File: config.mk
export PLATFORM = sky130hd
export DESIGN_NAME = ixPrefixDecoder
export DESIGN_NICKNAME = d
export VERILOG_FILES = /design/src/rtl/ixdec_pkg.sv /design/src/rtl/ixdecCtrl.sv /design/src/rtl/ixdecData.sv /design/src/rtl/ixPrefixDecoder.sv
export SDC_FILE = /design/constraint.sdc
export NUM_CORES = 1
export LEC_CHECK = 0
export BUFFER_PORTS_ARGS = -buffer_cell sky130_fd_sc_hd__buf_4
export CAP_MARGIN = 15
export CELL_PAD_IN_SITES_DETAIL_PLACEMENT = 2
export CELL_PAD_IN_SITES_GLOBAL_PLACEMENT = 2
export CORE_AREA = 3 3 69 71
export DETAILED_ROUTE_END_ITERATION = 7
export DIE_AREA = 0 0 72 74
export PLACE_DENSITY_LB_ADDON = 0.1
export SYNTH_ARGS = -nofsm -noshare
export SYNTH_HDL_FRONTEND = slang
export SYNTH_SLANG_ARGS = --single-unit
File: constraint.sdc
create_clock -name clk -period 2.5 [get_ports clk]
set_clock_uncertainty 0.1 [all_clocks]
set_input_delay 0.375 -clock clk [delete_from_list [all_inputs] [get_ports clk]]
set_output_delay 0.375 -clock clk [all_outputs]
set_load 0.01 [all_outputs]
File: src/rtl/ixdec_pkg.sv
package ixdec_pkg;
  localparam int BYTE_W  = 8;
  localparam int FIELD_W = 3;
  localparam logic [BYTE_W-1:0] PFX_IX  = 8'hDD;
  localparam logic [BYTE_W-1:0] PFX_IY  = 8'hFD;
  localparam logic [BYTE_W-1:0] PFX_EXT = 8'hED;
  localparam logic [BYTE_W-1:0] PFX_BIT = 8'hCB;
  localparam logic [FIELD_W-1:0] MEM_CODE = 3'd6;

  typedef enum logic [FIELD_W-1:0] {
    OP_NOP = 3'd0, OP_SHIFT = 3'd1, OP_BIT = 3'd2, OP_RES = 3'd3, OP_SET = 3'd4
  } opClass_t;

  typedef enum logic [1:0] {ST_IDLE, ST_PREFIX, ST_DISP, ST_OPC} phase_t;

  typedef struct packed {
    logic emitNop;
    logic doRollback;
    logic latchPrefix;
    logic clearLatch;
    logic capturePrefix;
    logic captureDisp;
    logic decodeOp;
  } strobes_t;
endpackage

File: src/rtl/ixdecCtrl.sv
module ixdecCtrl
  import ixdec_pkg::*;
(
  input  logic              clk,
  input  logic              rst,
  input  logic              byteValid,
  input  logic [BYTE_W-1:0] byteIn,
  output strobes_t          strobes
);
  phase_t phase, phaseNext;
  logic isIndexPfx, isAnyPfx;

  assign isIndexPfx = (byteIn == PFX_IX) || (byteIn == PFX_IY);
  assign isAnyPfx   = isIndexPfx || (byteIn == PFX_EXT);

  always_comb begin
    strobes   = '0;
    phaseNext = phase;
    if (byteValid) begin
      unique case (phase)
        ST_IDLE: begin
          strobes.clearLatch = 1'b1;
          if (isIndexPfx) begin
            strobes.capturePrefix = 1'b1;
            phaseNext = ST_PREFIX;
          end
        end
        ST_PREFIX: begin
          if (byteIn == PFX_BIT) begin
            phaseNext = ST_DISP;
          end else begin
            strobes.emitNop     = 1'b1;
            strobes.doRollback  = 1'b1;
            strobes.latchPrefix = !isAnyPfx;
            phaseNext = ST_IDLE;
          end
        end
        ST_DISP: begin
          strobes.captureDisp = 1'b1;
          phaseNext = ST_OPC;
        end
        ST_OPC: begin
          strobes.decodeOp = 1'b1;
          phaseNext = ST_IDLE;
        end
        default: phaseNext = ST_IDLE;
      endcase
    end
  end

  always_ff @(posedge clk) begin
    if (rst) phase <= ST_IDLE;
    else     phase <= phaseNext;
  end
endmodule

File: src/rtl/ixdecData.sv
module ixdecData
  import ixdec_pkg::*;
(
  input  logic               clk,
  input  logic               rst,
  input  logic [BYTE_W-1:0]  byteIn,
  input  strobes_t           strobes,
  output logic               outValid,
  output logic [FIELD_W-1:0] outClass,
  output logic               outIndexSel,
  output logic [BYTE_W-1:0]  outDisp,
  output logic [FIELD_W-1:0] outBit,
  output logic [FIELD_W-1:0] outShift,
  output logic               outHasDest,
  output logic [FIELD_W-1:0] outDestReg,
  output logic               rollback,
  output logic [1:0]         pendPrefix
);
  logic              idxSel;
  logic [BYTE_W-1:0] dispReg;
  logic [1:0]          fx;
  logic [FIELD_W-1:0]  fy, fz;
  opClass_t            decClass;
  logic                decHasDest;

  assign fx = byteIn[7:6];
  assign fy = byteIn[5:3];
  assign fz = byteIn[2:0];

  always_comb begin
    unique case (fx)
      2'd0:    decClass = OP_SHIFT;
      2'd1:    decClass = OP_BIT;
      2'd2:    decClass = OP_RES;
      default: decClass = OP_SET;
    endcase
    decHasDest = (fx != 2'd1) && (fz != MEM_CODE);
  end

  always_ff @(posedge clk) begin
    if (rst) begin
      outValid    <= 1'b0;
      rollback    <= 1'b0;
      pendPrefix  <= 2'b00;
      idxSel      <= 1'b0;
      dispReg     <= '0;
      outClass    <= OP_NOP;
      outIndexSel <= 1'b0;
      outDisp     <= '0;
      outBit      <= '0;
      outShift    <= '0;
      outHasDest  <= 1'b0;
      outDestReg  <= '0;
    end else begin
      outValid <= strobes.emitNop | strobes.decodeOp;
      rollback <= strobes.doRollback;
      if (strobes.capturePrefix) idxSel  <= (byteIn == PFX_IY);
      if (strobes.captureDisp)   dispReg <= byteIn;
      if (strobes.clearLatch)    pendPrefix <= 2'b00;
      if (strobes.latchPrefix)   pendPrefix <= idxSel ? 2'b10 : 2'b01;
      if (strobes.emitNop) begin
        outClass    <= OP_NOP;
        outIndexSel <= idxSel;
        outDisp     <= '0;
        outBit      <= '0;
        outShift    <= '0;
        outHasDest  <= 1'b0;
        outDestReg  <= '0;
      end
      if (strobes.decodeOp) begin
        outClass    <= decClass;
        outIndexSel <= idxSel;
        outDisp     <= dispReg;
        outBit      <= (fx != 2'd0) ? fy : '0;
        outShift    <= (fx == 2'd0) ? fy : '0;
        outHasDest  <= decHasDest;
        outDestReg  <= decHasDest ? fz : '0;
      end
    end
  end
endmodule

File: src/rtl/ixPrefixDecoder.sv
module ixPrefixDecoder
  import ixdec_pkg::*;
(
  input  logic         clk,
  input  logic         rst,
  input  logic         byteValid,
  input  logic [7:0]   byteIn,
  output logic         outValid,
  output logic [2:0]   outClass,
  output logic         outIndexSel,
  output logic [7:0]   outDisp,
  output logic [2:0]   outBit,
  output logic [2:0]   outShift,
  output logic         outHasDest,
  output logic [2:0]   outDestReg,
  output logic         rollback,
  output logic [1:0]   pendPrefix
);
  strobes_t strobes;

  ixdecCtrl ctrl_i (
    .clk(clk), .rst(rst), .byteValid(byteValid), .byteIn(byteIn), .strobes(strobes)
  );

  ixdecData data_i (
    .clk(clk), .rst(rst), .byteIn(byteIn), .strobes(strobes),
    .outValid(outValid), .outClass(outClass), .outIndexSel(outIndexSel),
    .outDisp(outDisp), .outBit(outBit), .outShift(outShift),
    .outHasDest(outHasDest), .outDestReg(outDestReg),
    .rollback(rollback), .pendPrefix(pendPrefix)
  );
endmodule

* Word level (Yosys, flattened, before mapping)
Index checks and enable logic that the tools add are counted.
Word-level totals: memories 0, register bits after elaboration 37, output and inout port bits 26, bits in latches 0, logic and storage cells 67, bits in writable memories 0, ROM bits 0, input bits 11
Cells by class: reduce and logical (&&, ||, !) cells 11, muxes and demuxes 28, add/subtract/negate cells 0, shift operators 0, multipliers 0, order comparisons 0, bitwise logic cells 3, div/mod/pow operators 0, equality and inequality tests 12
Operator list (count):
- equality test 8 bit, second input constant | 4
- 2-to-1 mux 3 bit | 10
- 2-to-1 mux 8 bit | 2
- 2-to-1 mux 2 bit | 6
- one-hot mux 3 bit (3 select lines) | 1
- one-hot mux 2 bit (4 select lines) | 1
- 2-to-1 mux 1 bit | 7
- 2-to-1 mux 7 bit | 1
- equality test 2 bit, second input constant | 3
- nonzero test 2 bit | 3
- equality test 2 x 1 -> 1 bit, second input constant | 2
- logical NOT 2 bit | 2
- inequality test 2 x 1 -> 1 bit, second input constant | 2
- inequality test 3 bit, second input constant | 1
- OR reduction 3 bit | 1
- logical OR 1 bit | 2
- inverter 1 bit | 2
- AND reduction 2 bit | 1
- logical AND 1 bit | 1
- logical NOT 1 bit | 1
- OR 1 bit | 1

* Depth between registers and ports, before layout
Gate-level depths: netlist (run 1).
word-level depth 9, gate-level depth with buffers 6, mapped depth without buffers 5

* Hierarchy
Synthesis (run 1) repeated with hierarchy kept, for this count alone.
Second synthesis, totals: cells, all modules 175, area, all modules 1567.8 µm²
Modules (own cells, without submodules):
- ixdecData | cells each 152, area each 1391.3 µm², times used 1, seq. area each 700.7 µm²
- ixdecCtrl | cells each 23, area each 176.4 µm², times used 1, seq. area each 40.0 µm²

* Worst setup path after synthesis (run 1)
OpenSTA, ideal clock, no wires.
kind input to register, start in byteIn[2], end reg data_i.outBit[1], slack 0.677 ns, stages 5, required time 2.343 ns, library setup time 0.057 ns, data arrival time 1.666 ns, buffers on the path 1, cells stage by stage or4b_4 > o311ai_4 > and2b_1 > buf_6 > a22o_2
On the way: word-level cells in the longest chain between the ends 5
RTL lines:
- from (decl) | RTL line ixPrefixDecoder.sv:7 | input logic [7:0] byteIn,
- equality test 8 bit | RTL line ixdecCtrl.sv:29 | if (byteIn == PFX_BIT) begin
- 2-to-1 mux 3 bit | RTL line ixdecCtrl.sv:29
- 2-to-1 mux 3 bit | RTL line ixdecCtrl.sv:20 | unique case (phase)
- 2-to-1 mux 7 bit | RTL line ixdecCtrl.sv:19 | if (byteValid) begin
- nonzero test 2 bit (no line)
- to (signal assigned) | RTL line ixdecData.sv:74 | outBit <= (fx != 2'd0) ? fy : '0;
- to (decl) | RTL line ixdecData.sv:12 | output logic [FIELD_W-1:0] outBit,
No other way between the ends. A chain may end at the register's enable or synchronous reset.

* Worst setup path after layout (run 1)
start in byteIn[2], end reg data_i.outDisp[1]
On the way: word-level cells in the longest chain between the ends 5
RTL lines:
- equality test 8 bit | RTL line ixdecCtrl.sv:29
- 2-to-1 mux 3 bit | RTL line ixdecCtrl.sv:29
- 2-to-1 mux 3 bit | RTL line ixdecCtrl.sv:20
- 2-to-1 mux 7 bit | RTL line ixdecCtrl.sv:19
- nonzero test 2 bit (no line)
- to (signal assigned) | RTL line ixdecData.sv:73 | outDisp <= dispReg;
- to (decl) | RTL line ixdecData.sv:11 | output logic [BYTE_W-1:0] outDisp,
No other way between the ends.

==> results of run 1 <==
[per-layer routing]
metal	global-route usage, %	up-vias	wire length [um]
met5	0	-	0
met1	19.5	567	1660
met2	25.7	27	1820
li1	-	546	-
met3	4.46	6	196
met4	8.14	0	72
[sequential cells by signal, summed over array words and instances (netlist names), named ones only]
| register | flops |
|---|---|
| data_i.dispReg | 8 |
| data_i.outDisp | 8 |
| data_i.outBit | 3 |
| data_i.outClass | 3 |
| data_i.outDestReg | 3 |
| data_i.outShift | 3 |
| data_i.pendPrefix | 2 |
| ctrl_i.phase | 1 |
| data_i.idxSel | 1 |
| data_i.outHasDest | 1 |
| data_i.outIndexSel | 1 |
| data_i.outValid | 1 |
| data_i.rollback | 1 |
[logic make-up after synthesis]
logic type	count (synthesis)
adder cells (fa/ha/maj)	5
multiplexers	11
flip-flops	37
AO/OA/AOI/OAI	30
buffers and inverters	10
AND/OR/NAND/NOR	36
[where the power goes]
group	total, mW	internal (mW)	switching [mW]	leakage, nW
clock	0.536	0.324	0.212	0.0574
sequential	0.589	0.589	0.000128	0.298
combinational	0.0549	0.0216	0.0333	0.516
[area by class of cell]
type	instances	share of cell area, %
timing repair buffer	39	15.7
inverter	4	0.806
sequential	37	39.8
tap	52	3.49
clock buffer	6	4.44
multi-input combinational	82	33.7
clock inverter	2	2.02
[cell usage after synthesis, drive strengths merged, types with 2 or more instances]
library cell,count
mux2i,10
nand2,3
buf,2
o21ai,4
a32o,3
nor2,15
a22o,15
nand2b,2
inv,4
dfxtp,37
a21o,3
clkbuf,4
ha,5
nand3b,2
a21oi,2
nor3,3
nor4,3
[per-stage QoR]
stage | cells | setup slack [ps]
finish | 222 | 555
CTS | 222 | 539
floorplan | 129 | 677
detailed placement | 214 | 240
global placement | 214 | 345
global route | 222 | 440
[path summary, 6_finish.rpt]
check | start | to | slack, ps | cells past startpoint
min reg2reg | data_i.outClass[0] | data_i.outClass[0] | 370 | 1
max | byteIn[2] | data_i.outDisp[1] | 560 | 6
min | byteIn[0] | data_i.dispReg[0] | 240 | 3
max reg2reg | flip-flop | data_i.outDestReg[2] | 720 | 3
[worst max-delay path, delay by kind of cell]
family | cells | cell delay, ps
AOI/OAI and AO/OA | 2 | 440
buffers and inverters | 2 | 350
and+or+nand+nor | 2 | 910
==> results.txt, run 1 <==
Sequential Area: 741 um2
Min-Delay Path Class: in -> reg
Crit-path slowest cell: or4b_4
asr flop ratio synth: 0%
post-synth top area share: 52.1%
I/O pins: 37
synthesized instance count: 129
#FFs+latches synth: 37
final WL: 3750 um
Placer Congestion: 0.767
Max-Cap Viols: 0
Overall Power: 1.18 mW
setup violators final: 0
final period utilization: 77.8%
clock buffer depth: 2
vias per inst: 5.16
CORE AREA: 0.00429 mm2
crit-path max cell delay: 570 ps
CTS clk-pin slew, worst paths: 80 ps
# rows: 24
Hold Fails Final Rpt: 0
share of layout cells above drive strength 1: 31.2%
Worst Setup Start Kind: primary input
Most used DFF post-synth: dfxtp_1
die height: 74 um
full die area: 0.00533 mm2
antenna cell count: 0
Synthesized Nets: 145
Avg Cell Area, Syn: 11.0 um2
Non-Filler Cell Area, Final: 0.00186 mm2
yosys warns: 0
Initial DRT Pass Iterations: 4
most common cell after layout, fill and taps aside: buf_4
Routed Antenna Nets: 0
Root Driver: clkbuf_8
fmax: 514 MHz
relative slew slack: 64.2%
initial antenna violation count: 0
Synth area leader: dfxtp_1
largest net degree at the start of global routing: 22
cell mode on critical path: buf_4
VDD IR max: 0.286 mV
Post-layout nets: 185
Initial DRC Count: 45
Setup crit end kind: flip-flop
Crit Path Max Fanout: 9
final hold slack: 244 ps
CTS resizes: 0
Arrival @ worst endpoint: 2080 ps
Post-synth EDFFs: 0
largest cells by area after synthesis: dfxtp_1 52%, a22o_1 8.0%, mux2i_1 7.0%
area delta synth->final: 31.0%
final period demand of the worst path: 1940 ps
Setup Crit Path Kind: in -> reg
Num CTS Buffers: 5
Cell variety after synth: 30
area of the multi-input gates: 628 um2
fill count: 466
HPWL after detailed placement: 2740 um
Mapped Area: 0.00142 mm2
Simple-Gate Fraction of Synth Area: 13.7%
Post-Synth Adder-Cell Area: 4.40%
Power Density: 634 mW/mm2
mux cell area share after synthesis: 7.83%
clock latency on the worst-skew pair: 280 ps
Tot GR Track Use: 15.9%
DR vias: 1146
Die X: 72 um
total grt overflow: 0
outcome: completed
sequential fraction of the synthesis area: 52.1%
unrepaired setup endpoints after global routing: false
CP Cell Sequence: buf_4 -> or4b_4 -> o311ai_4 -> and2b_1 -> buf_4 -> a22o_1
Fin Setup TNS: 0 ps
clk sinks: 37
number of global-route vias before repair: 1226
post-CTS setup buffer count: 0
Buffers on Ports: 36
worst-margin pin slew: 533 ps
CTS tree: yes
drt drc: 0
most frequent cells in the layout: 39 x buf_4, 37 x dfxtp_1, 15 x nor2_1
post-synthesis xor/xnor area fraction: 0%
WL per Instance: 16.9 um
Leakage: 0.872 nW
Critical Path RT: 2640 ps
max-slew violation count: 0
largest family of logic cells by synthesized area: compound AO/OA/AOI/OAI gates
Compound-Gate Fraction of Synth Area: 18.2%
dpl cell area: 0.00174 mm2
hold_buf cts: 0
global-route wire length before repair: 6330 um
Initial Utilization: 33.1%
end-of-flow core utilization: 43.4%
H-tree depth: 2
Note: power is estimated with default switching activity, not from simulation.
==> run 2, diff against run 1 <==
Settings changed: CORE_AREA 3 3 69 71 to 3 3 71 73, DIE_AREA 0 0 72 74 to 0 0 74 76.
Clock period 2.5 ns to 1.8 ns, I/O delays scaled along.
==> run 2 against run 1 <==
  * Via count is 4.5% higher
  * Combinational power rose by 72%
  * Clock power rose by 41%
  * Utilization increased by 1.3 points
  * Routed wire length grew 18%
  * Critical path depth shrank 2
  * Final cell count is 5.9% higher
  * Non-clock buffer count up 13
  * Sequential share of layout area is 2.2 points lower
  * Register-to-register slack got worse by 620 ps
  * Worst setup slack worse by 460 ps
==> results.txt, run 2 (same netlist as run 1, synthesis figures left out) <==
Routed Antenna Nets: 0 (unchanged)
Initial DRC Count: 55 (+22%)
drt drc: 0 (unchanged)
Num CTS Buffers: 5 (unchanged)
Initial DRT Pass Iterations: 6 (+2)
unrepaired setup endpoints after global routing: false
relative slew slack: 69.4% (+5.2 points)
largest net degree at the start of global routing: 22 (unchanged)
final period utilization: 94.6%
Root Driver: clkbuf_8
Largest regs: data_i.dispReg: 8 flops, data_i.outDisp: 8 flops
Worst Setup Start Kind: flip-flop
Max-Cap Viols: 0 (unchanged)
clock buffer depth: 2 (unchanged)
CTS tree: yes
Fin Setup TNS: 0 ps (unchanged)
WL per Instance: 18.8 um (+11%)
CORE AREA: 0.00441 mm2 (+2.8%)
DR vias: 1198 (+4.5%)
full die area: 0.00562 mm2 (+5.6%)
VDD IR max: 0.395 mV (+38%)
Buffers on Ports: 36 (unchanged)
final period demand of the worst path: 1700 ps
initial antenna violation count: 0 (unchanged)
post-CTS setup buffer count: 0 (unchanged)
fmax: 587 MHz
Overall Power: 1.67 mW (+41%)
area delta synth->final: 38.7%
Setup Crit Path Kind: reg -> reg
number of global-route vias before repair: 1351 (+10%)
global-route wire length before repair: 7310 um (+15%)
Min-Delay Path Class: in -> reg
final WL: 4410 um (+18%)
Power Density: 846 mW/mm2 (+34%)
Leakage: 0.937 nW (+7.5%)
HPWL after detailed placement: 3340 um (+22%)
clk sinks: 37 (unchanged)
Hold Fails Final Rpt: 0 (unchanged)
Critical Path RT: 1880 ps (-760 ps)
R2R cell count: 4 (+1)
# rows: 24 (unchanged)
setup violators final: 0 (unchanged)
Tot GR Track Use: 17.2% (+1.3 points)
clock latency on the worst-skew pair: 290 ps (about the same)
H-tree depth: 2 (unchanged)
most frequent cells in the layout: 51 x buf_4, 37 x dfxtp_1, 15 x nor2_1
Crit Path Max Fanout: 6 (-3)
hold_buf cts: 0 (unchanged)
hold path cells: 2 (-1)
share of layout cells above drive strength 1: 36.1% (+4.9 points)
Die X: 74 um (+2.8%)
worst-margin pin slew: 456 ps (-77.4 ps)
Arrival @ worst endpoint: 1790 ps (-290 ps)
most common cell after layout, fill and taps aside: buf_4
vias per inst: 5.10 (-1.2%)
CTS clk-pin slew, worst paths: 80 ps (about the same)
total grt overflow: 0 (unchanged)
I/O pins: 37 (unchanged)
Post-layout nets: 198 (+7.0%)
die height: 76 um (+2.7%)
Initial Utilization: 32.2% (-0.90 points)
outcome: completed
antenna cell count: 0 (unchanged)
Placer Congestion: 0.749 (-2.4%)
max-slew violation count: 0 (unchanged)
Setup crit end kind: flip-flop
CTS resizes: 0 (unchanged)
==> run 2: cell count changes in the layout (fill, tap and decap cells not counted), sizes merged <==
cell,previous run,this run
buf,39,52
==> run 2: final timing paths <==
check | end | slack, ps | from
worst max-delay path | data_i.idxSel | 100 | ctrl_i.phase[0]
worst min-delay path | data_i.dispReg[5] | 120 | rst
worst max register to register | data_i.idxSel | 100 | ctrl_i.phase[0]
worst min register to register | data_i.outClass[0] | 370 | data_i.outClass[0]
==> run 2: per-stage QoR <==
step,util [%],std cells,worst slack (ps),cell area [um2],hold WS (ps)
floorplan,-,129,82.2,1420,295
global placement,42.0,227,-22.6,1850,338
detailed placement,42.0,227,-74.4,1850,349
CTS,44.7,235,77.3,1970,109
global route,44.7,235,3.32,1970,106
finish,44.7,235,97.0,1970,118
==> run 2: worst max-delay path: stages, from the launching register on <==
cell,delay (ps)
dfxtp_1,390
or3b_2,520
nor4_1,280
mux2i_1,240
nor2_1,60
==> run 2: power breakdown <==
group / internal [mW] / switching (mW) / leakage [nW] / total [mW]
registers: 0.818 / 0.000195 / 0.298 / 0.818
clock network: 0.451 / 0.306 / 0.0574 / 0.757
logic: 0.0426 / 0.0516 / 0.582 / 0.0942
total: 1.31 / 0.358 / 0.937 / 1.67
==> run 2: area by class of cell <==
type,instances,area [um2]
Multi-Input combinational cell,82,628
Tap cell,52,65.1
Timing Repair Buffer,52,403
Clock buffer,6,82.6
Fill cell,464,2440
Sequential cell,37,741
Inverter,4,15.0
Clock inverter,2,37.5
==> run 2: metal layers <==
layer  routed length (um)  global-route usage (%)  up-vias
li1                     -                       -      572
met1                 1950                    21.6      595
met2                 2230                    28.2       27
met3                  191                    4.62        4
met4                   37                    5.43        0
met5                    0                       0        -
